**config.mk**
```make
export PLATFORM = sky130hd
export DESIGN_NAME = dbg_exec_ctrl
export DESIGN_NICKNAME = d
export VERILOG_FILES = /design/src/rtl/dbg_ctrl_pkg.sv /design/src/rtl/dbg_load_ptr.sv /design/src/rtl/dbg_step_budget.sv /design/src/rtl/dbg_mem_mux.sv /design/src/rtl/dbg_seq_fsm.sv /design/src/rtl/dbg_exec_ctrl.sv
export SDC_FILE = /design/constraint.sdc
export NUM_CORES = 1
export LEC_CHECK = 0
export ABC_AREA = 1
export ABC_CLOCK_PERIOD_IN_PS = 2200
export CAP_MARGIN = 25
export CORE_MARGIN = 2
export CORE_UTILIZATION = 33
export DETAILED_ROUTE_END_ITERATION = 12
export PLACE_DENSITY = 0.89
export SKIP_LAST_GASP = 1
export SLEW_MARGIN = 20
export SYNTH_ARGS = -nofsm -noshare
export SYNTH_HDL_FRONTEND = slang
export SYNTH_HIERARCHICAL = 1
export SYNTH_SLANG_ARGS = --single-unit
export TNS_END_PERCENT = 100
```
**constraint.sdc**
```tcl
create_clock -name clk -period 2.2 [get_ports clk]
set_input_delay 0.22 -clock clk [delete_from_list [all_inputs] [get_ports clk]]
set_output_delay 0.22 -clock clk [all_outputs]
set_load 0.02 [all_outputs]
```
**src/rtl/dbg_ctrl_pkg.sv**
```systemverilog
package dbg_ctrl_pkg;

    localparam int MEM_AW = 8;
    localparam int MEM_DW = 32;

    typedef enum logic [2:0] {
        OP_RESET      = 3'd0,
        OP_STEP       = 3'd1,
        OP_RUN        = 3'd2,
        OP_PEEK       = 3'd3,
        OP_POKE       = 3'd4,
        OP_LOAD_FIRST = 3'd5,
        OP_LOAD_NEXT  = 3'd6,
        OP_NONE       = 3'd7
    } dbg_op_e;

    typedef enum logic [2:0] {
        ST_IDLE,
        ST_CORE_RST,
        ST_PEEK,
        ST_ISSUE,
        ST_WAIT
    } dbg_state_e;

    typedef struct packed {
        logic              we;
        logic [MEM_AW-1:0] addr;
        logic [MEM_DW-1:0] data;
    } mem_req_t;

    function automatic logic op_is_load(dbg_op_e op);
        return (op == OP_LOAD_FIRST) || (op == OP_LOAD_NEXT);
    endfunction

    function automatic logic op_writes_mem(dbg_op_e op);
        return (op == OP_POKE) || op_is_load(op);
    endfunction

endpackage

```
**src/rtl/dbg_load_ptr.sv**
```systemverilog
module dbg_load_ptr
    import dbg_ctrl_pkg::*;
(
    input  logic              clk,
    input  logic              rst,
    input  logic              restart,
    input  logic              advance,
    output logic [MEM_AW-1:0] wr_addr
);
    logic [MEM_AW-1:0] ptr_q;

    // A restart writes at 0; otherwise at the running pointer.
    assign wr_addr = restart ? '0 : ptr_q;

    always_ff @(posedge clk) begin
        if (rst) begin
            ptr_q <= '0;
        end else if (restart || advance) begin
            ptr_q <= wr_addr + MEM_AW'(1);
        end
    end
endmodule

```
**src/rtl/dbg_step_budget.sv**
```systemverilog
module dbg_step_budget #(
    parameter int STEP_LIMIT = 1000
) (
    input  logic clk,
    input  logic rst,
    input  logic clear,
    input  logic tick,
    output logic at_edge
);
    localparam int CNT_W = $clog2(STEP_LIMIT + 1);
    localparam logic [CNT_W-1:0] EDGE_VAL = CNT_W'(STEP_LIMIT - 1);

    logic [CNT_W-1:0] cnt_q;

    // High when the next retirement uses the last instruction of the budget.
    assign at_edge = (cnt_q == EDGE_VAL);

    always_ff @(posedge clk) begin
        if (rst || clear) begin
            cnt_q <= '0;
        end else if (tick) begin
            cnt_q <= cnt_q + CNT_W'(1);
        end
    end
endmodule

```
**src/rtl/dbg_mem_mux.sv**
```systemverilog
module dbg_mem_mux
    import dbg_ctrl_pkg::*;
(
    input  logic     core_own,
    input  mem_req_t host_req,
    input  mem_req_t core_req,
    output mem_req_t mem_req
);
    always_comb begin
        mem_req = core_own ? core_req : host_req;
    end
endmodule

```
**src/rtl/dbg_seq_fsm.sv**
```systemverilog
module dbg_seq_fsm
    import dbg_ctrl_pkg::*;
(
    input  logic    clk,
    input  logic    rst,
    input  logic    cmd_valid,
    input  dbg_op_e cmd_op,
    input  logic    core_retired,
    input  logic    core_halted,
    input  logic    budget_at_edge,
    output logic    cmd_ready,
    output logic    rsp_valid,
    output logic    core_step,
    output logic    core_rst,
    output logic    core_own,
    output logic    budget_clear,
    output logic    budget_tick,
    output logic    timeout
);
    dbg_state_e state_q, state_d;
    logic       run_q, run_d;
    logic       tmo_q, tmo_d;
    logic       accept;
    logic       blocked;

    assign accept  = cmd_valid && (state_q == ST_IDLE);
    assign blocked = core_halted || tmo_q;

    always_comb begin
        state_d      = state_q;
        run_d        = run_q;
        tmo_d        = tmo_q;
        budget_clear = 1'b0;
        unique case (state_q)
            ST_IDLE: begin
                if (accept) begin
                    case (cmd_op)
                        OP_RESET: state_d = ST_CORE_RST;
                        OP_STEP: begin
                            if (!blocked) begin
                                state_d = ST_ISSUE;
                                run_d   = 1'b0;
                            end
                        end
                        OP_RUN: begin
                            if (!blocked) begin
                                state_d      = ST_ISSUE;
                                run_d        = 1'b1;
                                budget_clear = 1'b1;
                            end
                        end
                        OP_PEEK: state_d = ST_PEEK;
                        default: state_d = ST_IDLE;
                    endcase
                end
            end
            ST_CORE_RST: begin
                state_d = ST_IDLE;
                tmo_d   = 1'b0;
            end
            ST_PEEK:  state_d = ST_IDLE;
            ST_ISSUE: state_d = ST_WAIT;
            ST_WAIT: begin
                if (core_retired) begin
                    if (!run_q || core_halted) begin
                        state_d = ST_IDLE;
                    end else if (budget_at_edge) begin
                        state_d = ST_IDLE;
                        tmo_d   = 1'b1;
                    end else begin
                        state_d = ST_ISSUE;
                    end
                end
            end
            default: state_d = ST_IDLE;
        endcase
    end

    always_ff @(posedge clk) begin
        if (rst) begin
            state_q <= ST_IDLE;
            run_q   <= 1'b0;
            tmo_q   <= 1'b0;
        end else begin
            state_q <= state_d;
            run_q   <= run_d;
            tmo_q   <= tmo_d;
        end
    end

    assign cmd_ready   = (state_q == ST_IDLE);
    assign rsp_valid   = (state_q == ST_PEEK);
    assign core_step   = (state_q == ST_ISSUE);
    assign core_rst    = (state_q == ST_CORE_RST);
    assign core_own    = (state_q == ST_ISSUE) || (state_q == ST_WAIT);
    assign budget_tick = (state_q == ST_WAIT) && core_retired && run_q;
    assign timeout     = tmo_q;
endmodule

```
**src/rtl/dbg_exec_ctrl.sv**
```systemverilog
module dbg_exec_ctrl
    import dbg_ctrl_pkg::*;
#(
    parameter int STEP_LIMIT = 1000
) (
    input  logic              clk,
    input  logic              rst,
    input  logic              cmd_valid,
    output logic              cmd_ready,
    input  logic [2:0]        cmd_op,
    input  logic [MEM_AW-1:0] cmd_addr,
    input  logic [MEM_DW-1:0] cmd_wdata,
    output logic              rsp_valid,
    output logic [MEM_DW-1:0] rsp_rdata,
    output logic              core_step,
    output logic              core_rst,
    input  logic              core_retired,
    input  logic              core_halted,
    input  logic              core_mem_we,
    input  logic [MEM_AW-1:0] core_mem_addr,
    input  logic [MEM_DW-1:0] core_mem_wdata,
    output logic              mem_we,
    output logic [MEM_AW-1:0] mem_addr,
    output logic [MEM_DW-1:0] mem_wdata,
    input  logic [MEM_DW-1:0] mem_rdata,
    output logic              stopped,
    output logic              timed_out
);
    dbg_op_e           op;
    logic              accept;
    logic              core_own;
    logic              budget_clear;
    logic              budget_tick;
    logic              budget_at_edge;
    logic [MEM_AW-1:0] load_addr;
    mem_req_t          host_req;
    mem_req_t          core_req;
    mem_req_t          out_req;

    assign op     = dbg_op_e'(cmd_op);
    assign accept = cmd_valid && cmd_ready;

    dbg_seq_fsm u_fsm (
        .clk            (clk),
        .rst            (rst),
        .cmd_valid      (cmd_valid),
        .cmd_op         (op),
        .core_retired   (core_retired),
        .core_halted    (core_halted),
        .budget_at_edge (budget_at_edge),
        .cmd_ready      (cmd_ready),
        .rsp_valid      (rsp_valid),
        .core_step      (core_step),
        .core_rst       (core_rst),
        .core_own       (core_own),
        .budget_clear   (budget_clear),
        .budget_tick    (budget_tick),
        .timeout        (timed_out)
    );

    dbg_step_budget #(
        .STEP_LIMIT (STEP_LIMIT)
    ) u_budget (
        .clk     (clk),
        .rst     (rst),
        .clear   (budget_clear),
        .tick    (budget_tick),
        .at_edge (budget_at_edge)
    );

    dbg_load_ptr u_ptr (
        .clk     (clk),
        .rst     (rst),
        .restart (accept && (op == OP_LOAD_FIRST)),
        .advance (accept && (op == OP_LOAD_NEXT)),
        .wr_addr (load_addr)
    );

    always_comb begin
        host_req.we   = accept && op_writes_mem(op);
        host_req.addr = op_is_load(op) ? load_addr : cmd_addr;
        host_req.data = cmd_wdata;
        core_req.we   = core_mem_we;
        core_req.addr = core_mem_addr;
        core_req.data = core_mem_wdata;
    end

    dbg_mem_mux u_mux (
        .core_own (core_own),
        .host_req (host_req),
        .core_req (core_req),
        .mem_req  (out_req)
    );

    assign mem_we    = out_req.we;
    assign mem_addr  = out_req.addr;
    assign mem_wdata = out_req.data;
    assign rsp_rdata = mem_rdata;
    assign stopped   = core_halted || timed_out;
endmodule

```
; Yosys cells after proc, flatten, opt, wreduce, memory -nomap -nowiden
; Cells that the tools add are included.
[totals]
wordCells = 68
out_inout_bits = 79
register_bits = 23
[classes]
eq_ne = 18
n_mux = 21
add_sub_neg = 2
reduce_logical = 22
[ops]
columns = cell, count
row1 = $mux 41, 1
row2 = $pmux 3 s3, 2
row3 = $mux 8, 2
row4 = $eq 3x2->1 const B, 4
row5 = $eq 3x3->1 const B, 4
row6 = $mux 3, 4
row7 = $add 10x1->10 const B, 1
row8 = $eq 10x10->1 const B, 1
row9 = $ne 2x2->1 const B, 5
row10 = $mux 1, 9
row11 = $add 8x1->8 const B, 1
row12 = $logic_or 1x1->1, 7
row13 = $eq 3x1->1 const B, 2
row14 = $logic_and 1x1->1, 6
row15 = $logic_not 3->1, 2
row16 = $reduce_and 5->1, 1
row17 = $pmux 1 s2, 2
row18 = $reduce_and 4->1, 1
row19 = $reduce_bool 2->1, 2
row20 = $ne 3x3->1 const B, 1
row21 = $reduce_and 3->1, 1
row22 = $mux 2, 1
row23 = $ne 2x1->1 const B, 1
row24 = $reduce_or 2->1, 1
row25 = $logic_not 1->1, 1

; Longest topological paths before layout
; Gate-level depths: netlist of the first run.
[logic_depth]
word_depth = 6
ltp_mapped = 15
mapped_depth_nobuf = 14

; Modules after synthesis
; The synthesis of the first run kept the hierarchy.
[by_module_without_submodules]
columns = mod, area_each_um2, cells_each, n_inst
row1 = dbg_mem_mux, 591.8, 133, 1
row2 = dbg_step_budget, 515.5, 76, 1
row3 = dbg_load_ptr, 478.0, 69, 1
row4 = dbg_exec_ctrl, 405.4, 67, 1
row5 = dbg_seq_fsm, 359.1, 62, 1

; Worst setup path after synthesis of the first run
; No wires, ideal clock.
[synth_path]
path_type = register to register
startpoint = register u_fsm.state_q[1]
endpoint = register u_ptr.ptr_q[6]
setup_ps = 115
path_slack_ps = 252
arrival_time_ps = 1833
period_less_slack_ps = 1948
required_ps = 2085
path_buffers = 1
path_stages_with_launch = 15
path_cell_list = dfxtp_1 inv_2 nand2_1 nor2_2 nand2_1 nor2_1 buf_6 inv_8 nand2_1 inv_1 ha_1 nand3_1 nor2_4 a21oi_1 nor2_1
[synth_via]
elab_chain_cells = 5
elab_cells_between_ends = 7
[synth_rtl]
columns = element, line
row1 = start: declaration, dbg_seq_fsm.sv:20  ; dbg_state_e state_q, state_d;
row2 = start signal: assignment, dbg_seq_fsm.sv:85  ; state_q <= state_d;
row3 = $logic_not 3->1 *, dbg_seq_fsm.sv:91  ; assign cmd_ready = (state_q == ST_IDLE);
row4 = via cmd_ready, dbg_exec_ctrl.sv:9  ; output logic cmd_ready,
row5 = $logic_and 1x1->1 *, dbg_exec_ctrl.sv:41  ; assign accept = cmd_valid && cmd_ready;
row6 = $logic_and 1x1->1, dbg_exec_ctrl.sv:74  ; .restart (accept && (op == OP_LOAD_FIRST)),
row7 = $mux 8, dbg_load_ptr.sv:13  ; assign wr_addr = restart ? '0 : ptr_q;
row8 = $add 8x1->8, dbg_load_ptr.sv:19  ; ptr_q <= wr_addr + MEM_AW'(1);
row9 = end signal: assignment, dbg_load_ptr.sv:19
row10 = end: declaration, dbg_load_ptr.sv:10  ; logic [MEM_AW-1:0] ptr_q;
; Mark *: on every way through the listed nets, which the timed path passes. The rest lies on a longest branch.
; A chain may end at the register's enable or synchronous reset.

==> impl_results.md, run 1 <==
- Area share of the leading cell type in the synthesized netlist: 0.272
- Sequential share of the synthesized area: 0.196
- Iter 0 DRT Violations: 93
- Via/cell ratio: 4.65
- Max-cap violations: 0
- CP endpoint kind: output port
- H-tree depth: 1
- Place WS: -204 ps
- Slew Viols, Final: 0
- Die height: 88.4 µm
- Cts hold-fix bufs: 0
- RePlAce Congestion: 0.894
- Initial antenna violation count: 0
- Drt pass-1 iters: 4
- Placed inst area: 3650 µm²
- Leakage: 1.82 nW
- Synth area leader: nand2_1
- Syn nets: 530
- FMAX: 482 MHz
- Worst clock skew: 6.26 ps
- Final cell count without fillers: 624
- Crit path DAT: 1860 ps
- Slew headroom: 0.746
- Sink Count: 23
- PD cells: 321 nW/µm²
- Worst r2r src: u_fsm/state_q[1]
- Max clock buf depth: 2
- Met2 wire len: 3.91 mm
- Setup slack after layout: 125 ps
- Die width: 88.4 µm
- Grt ovf: 0
- Synth area leaders: nand2_1, dfxtp_1, buf_4, nand3_1, inv_1
- Total wire length: 8.23 mm
- Antenna Nets Post-Route: 0
- Met1 Wirelength: 3.41 mm
- Endpoints failing setup: 0
- Setup Crit Path Kind: input pin to output port
- Vias in the first global route: 2531
- RR Endpoint: u_ptr/ptr_q[6]
- Routed length per instance: 13.2 µm
- Number of warnings issued by yosys: 6
- CP max FO: 6
- CTS tree: built
- Worst EP required: 1980 ps
- Largest net degree at the start of global routing: 32
- Post-Synthesis Cells: 407
- Core ar.: 6830 µm²
- Number of nets in the layout: 652
- Critical Path Start: cmd_op[2]
- Via count: 2902
- Die ar.: 7810 µm²
- Global-route usage over all layers: 0.190
- Final-report hold violation count: 0
- Worst-case reg-to-reg path depth: 15
- Hpwl dp: 6.53 mm
- RSZ-0062 raised after global routing: true
- Uppermost routed layer: met4
- Hold Path Class: input pin to output port
- First-pass GRT wire length: 11.8 mm
- Min-delay src: mem_rdata[4]
- Flops & latches, synth: 23
- FF-to-FF setup slack: 270 ps
- N_diodes: 0
- Final period util: 0.943
- Clk Tree Root Cell: clkbuf_8
- CP startpoint kind: input pin
- Placed Cells: 618
- Minimum clock period: 2080 ps
- Syn Std Cell Area: 2350 µm²
- Ports: 200
- Clock insertion delay at the later pin of the skew report: 270 ps
- Fillcell total: 666
- Worst-case vdd ir drop: 0.335 mV
- Hold Path Cell Cnt: 0
- Row count: 30
- Final Hold Slack: 440 ps
- Worst Tran Pin Value: 380 ps
- Initial core utilization: 0.344
- Layout cells sized above 1: 0.131
- Worst Hold Path EP: rsp_rdata[4]
- Area grow syn2layout: 57.3%
- Yosys cell types: 27
- Post-route cell area: 3700 µm²
- Met3 wire length: 855 µm
- Inserted Clock Buffers: 3
- IO buf count: 135
- Synthesized area per cell: 5.77 µm²
- Outcome: finished, final reports clean
- Remaining DRCs: 0
flip-flops by register name (all words and copies together), names as in the netlist:
name and flops:
u_budget/cnt_q 10, u_ptr/ptr_q 8, u_fsm/run_q 1, u_fsm/timeout 1
u_fsm/state_q 3
metrics by stage:
step / setup TNS, ps / utilization / total power (W)
final: 0 / 0.541 / 0.00118
after global routing: -20.2 / 0.541 / 0.00124
after CTS: -27.2 / 0.539 / 0.00119
after detailed placement: -989 / 0.535 / 0.000953
after global placement: -679 / 0.535 / 0.000947
after floorplan: 0 / - / 0.000720
routing by layer:
| layer | global-route usage | vias up |
|---|---|---|
| li1 | - | 1465 |
| met1 | 0.227 | 1286 |
| met2 | 0.344 | 148 |
| met3 | 0.0532 | 3 |
| met4 | 0.0289 | 0 |
| met5 | 0 | - |
synth_stat cells:
cell type  count
nand3b_1       2
nor3b_1        1
inv_8          2
a21oi_1       15
buf_6          6
nor3_1         7
buf_8          1
nor2_4         5
inv_2          2
nand2_2       13
or2_2          1
nand3_1       29
nand4_1        1
inv_1         38
o21ai_1        1
nor2_2         4
o21a_1         1
nand3_2        3
nor2_1        37
o21ai_0        4
buf_4         35
nand2_4        1
nand3_4        2
dfxtp_1       23
ha_1           2
nand2_1      170
a211oi_1       1
report_power, final:
part           switching [W]  internal (W)  total, W
sequential        0.00000638      0.000421  0.000428
clock               0.000145      0.000127  0.000272
combinational       0.000227      0.000259  0.000486
total               0.000378      0.000807   0.00118
worst max-delay path by stage:
| stage | end | slack, ps | cells past startpoint |
|---|---|---|---|
| after CTS | mem_addr[3] | -30 | 14 |
| after global routing | mem_addr[4] | -20 | 12 |
| final | mem_addr[4] | 120 | 10 |
| after global placement | mem_addr[3] | -140 | 12 |
| after floorplan | u_ptr/ptr_q[6] | 250 | 14 |
| after detailed placement | mem_addr[3] | -200 | 12 |
timing repair:
action	in CTS	in global routing
resized for setup	45	16
buffers inserted	0	0
pin swaps	0	1
gates cloned	1	1
endpoints found under the setup margin	41	13
layout by cell type (no fill, tap or decap), types with 4 or more instances in the layout:
cell,synthesis,layout
dfxtp_1,23,20
o21ai_0,4,4
nand3_1,29,29
nand2_1,170,169
nor2_4,5,5
clkdlybuf4s15_1,0,5
dlygate4sd2_1,0,33
nor3_1,7,7
clkdlybuf4s50_1,0,94
nand2_2,13,13
inv_1,38,38
buf_4,35,21
a21oi_1,15,15
nor2_2,4,5
nor2_1,37,36
worst max-delay path, stage by stage:
cell and delay [ps]:
clkdlybuf4s50_1 580, nand3_2 120, nor2_2 180, buf_6 160, nor2_1 70, nand2_1 60
nand2_1 40, nand2_1 60, nand2_1 40, dlygate4sd2_1 310
kinds of logic (layout without fill, tap and decap cells):
family | after synthesis | after routing | synth area share
AO/OA/AOI/OAI | 22 | 22 | 0.0490
buffers and inverters | 84 | 205 | 0.220
adder cells (fa/ha/maj) | 2 | 2 | 0.0106
AND/OR/NAND/NOR | 276 | 276 | 0.524
flip-flops | 23 | 23 | 0.196
layout make-up:
type                    count  area (µm²)  share of cell area
repair buffers            158        1480               0.401
repair inverters            1        8.76             0.00237
inverters                  42         191              0.0518
clock inverters             1        5.00             0.00135
multi-input cells         300        1380               0.374
well taps                  96         120              0.0325
flip-flops and latches     23         464               0.126
clock buffers               3        41.3              0.0112
(Power assumes the default switching activity.)
==> inputs of run 2 (changes only) <==
CAP_MARGIN = not set   (was 25)
==> results of run 2 <==
Same layout as run 1: the final DEF is identical, and so are final timing and power.
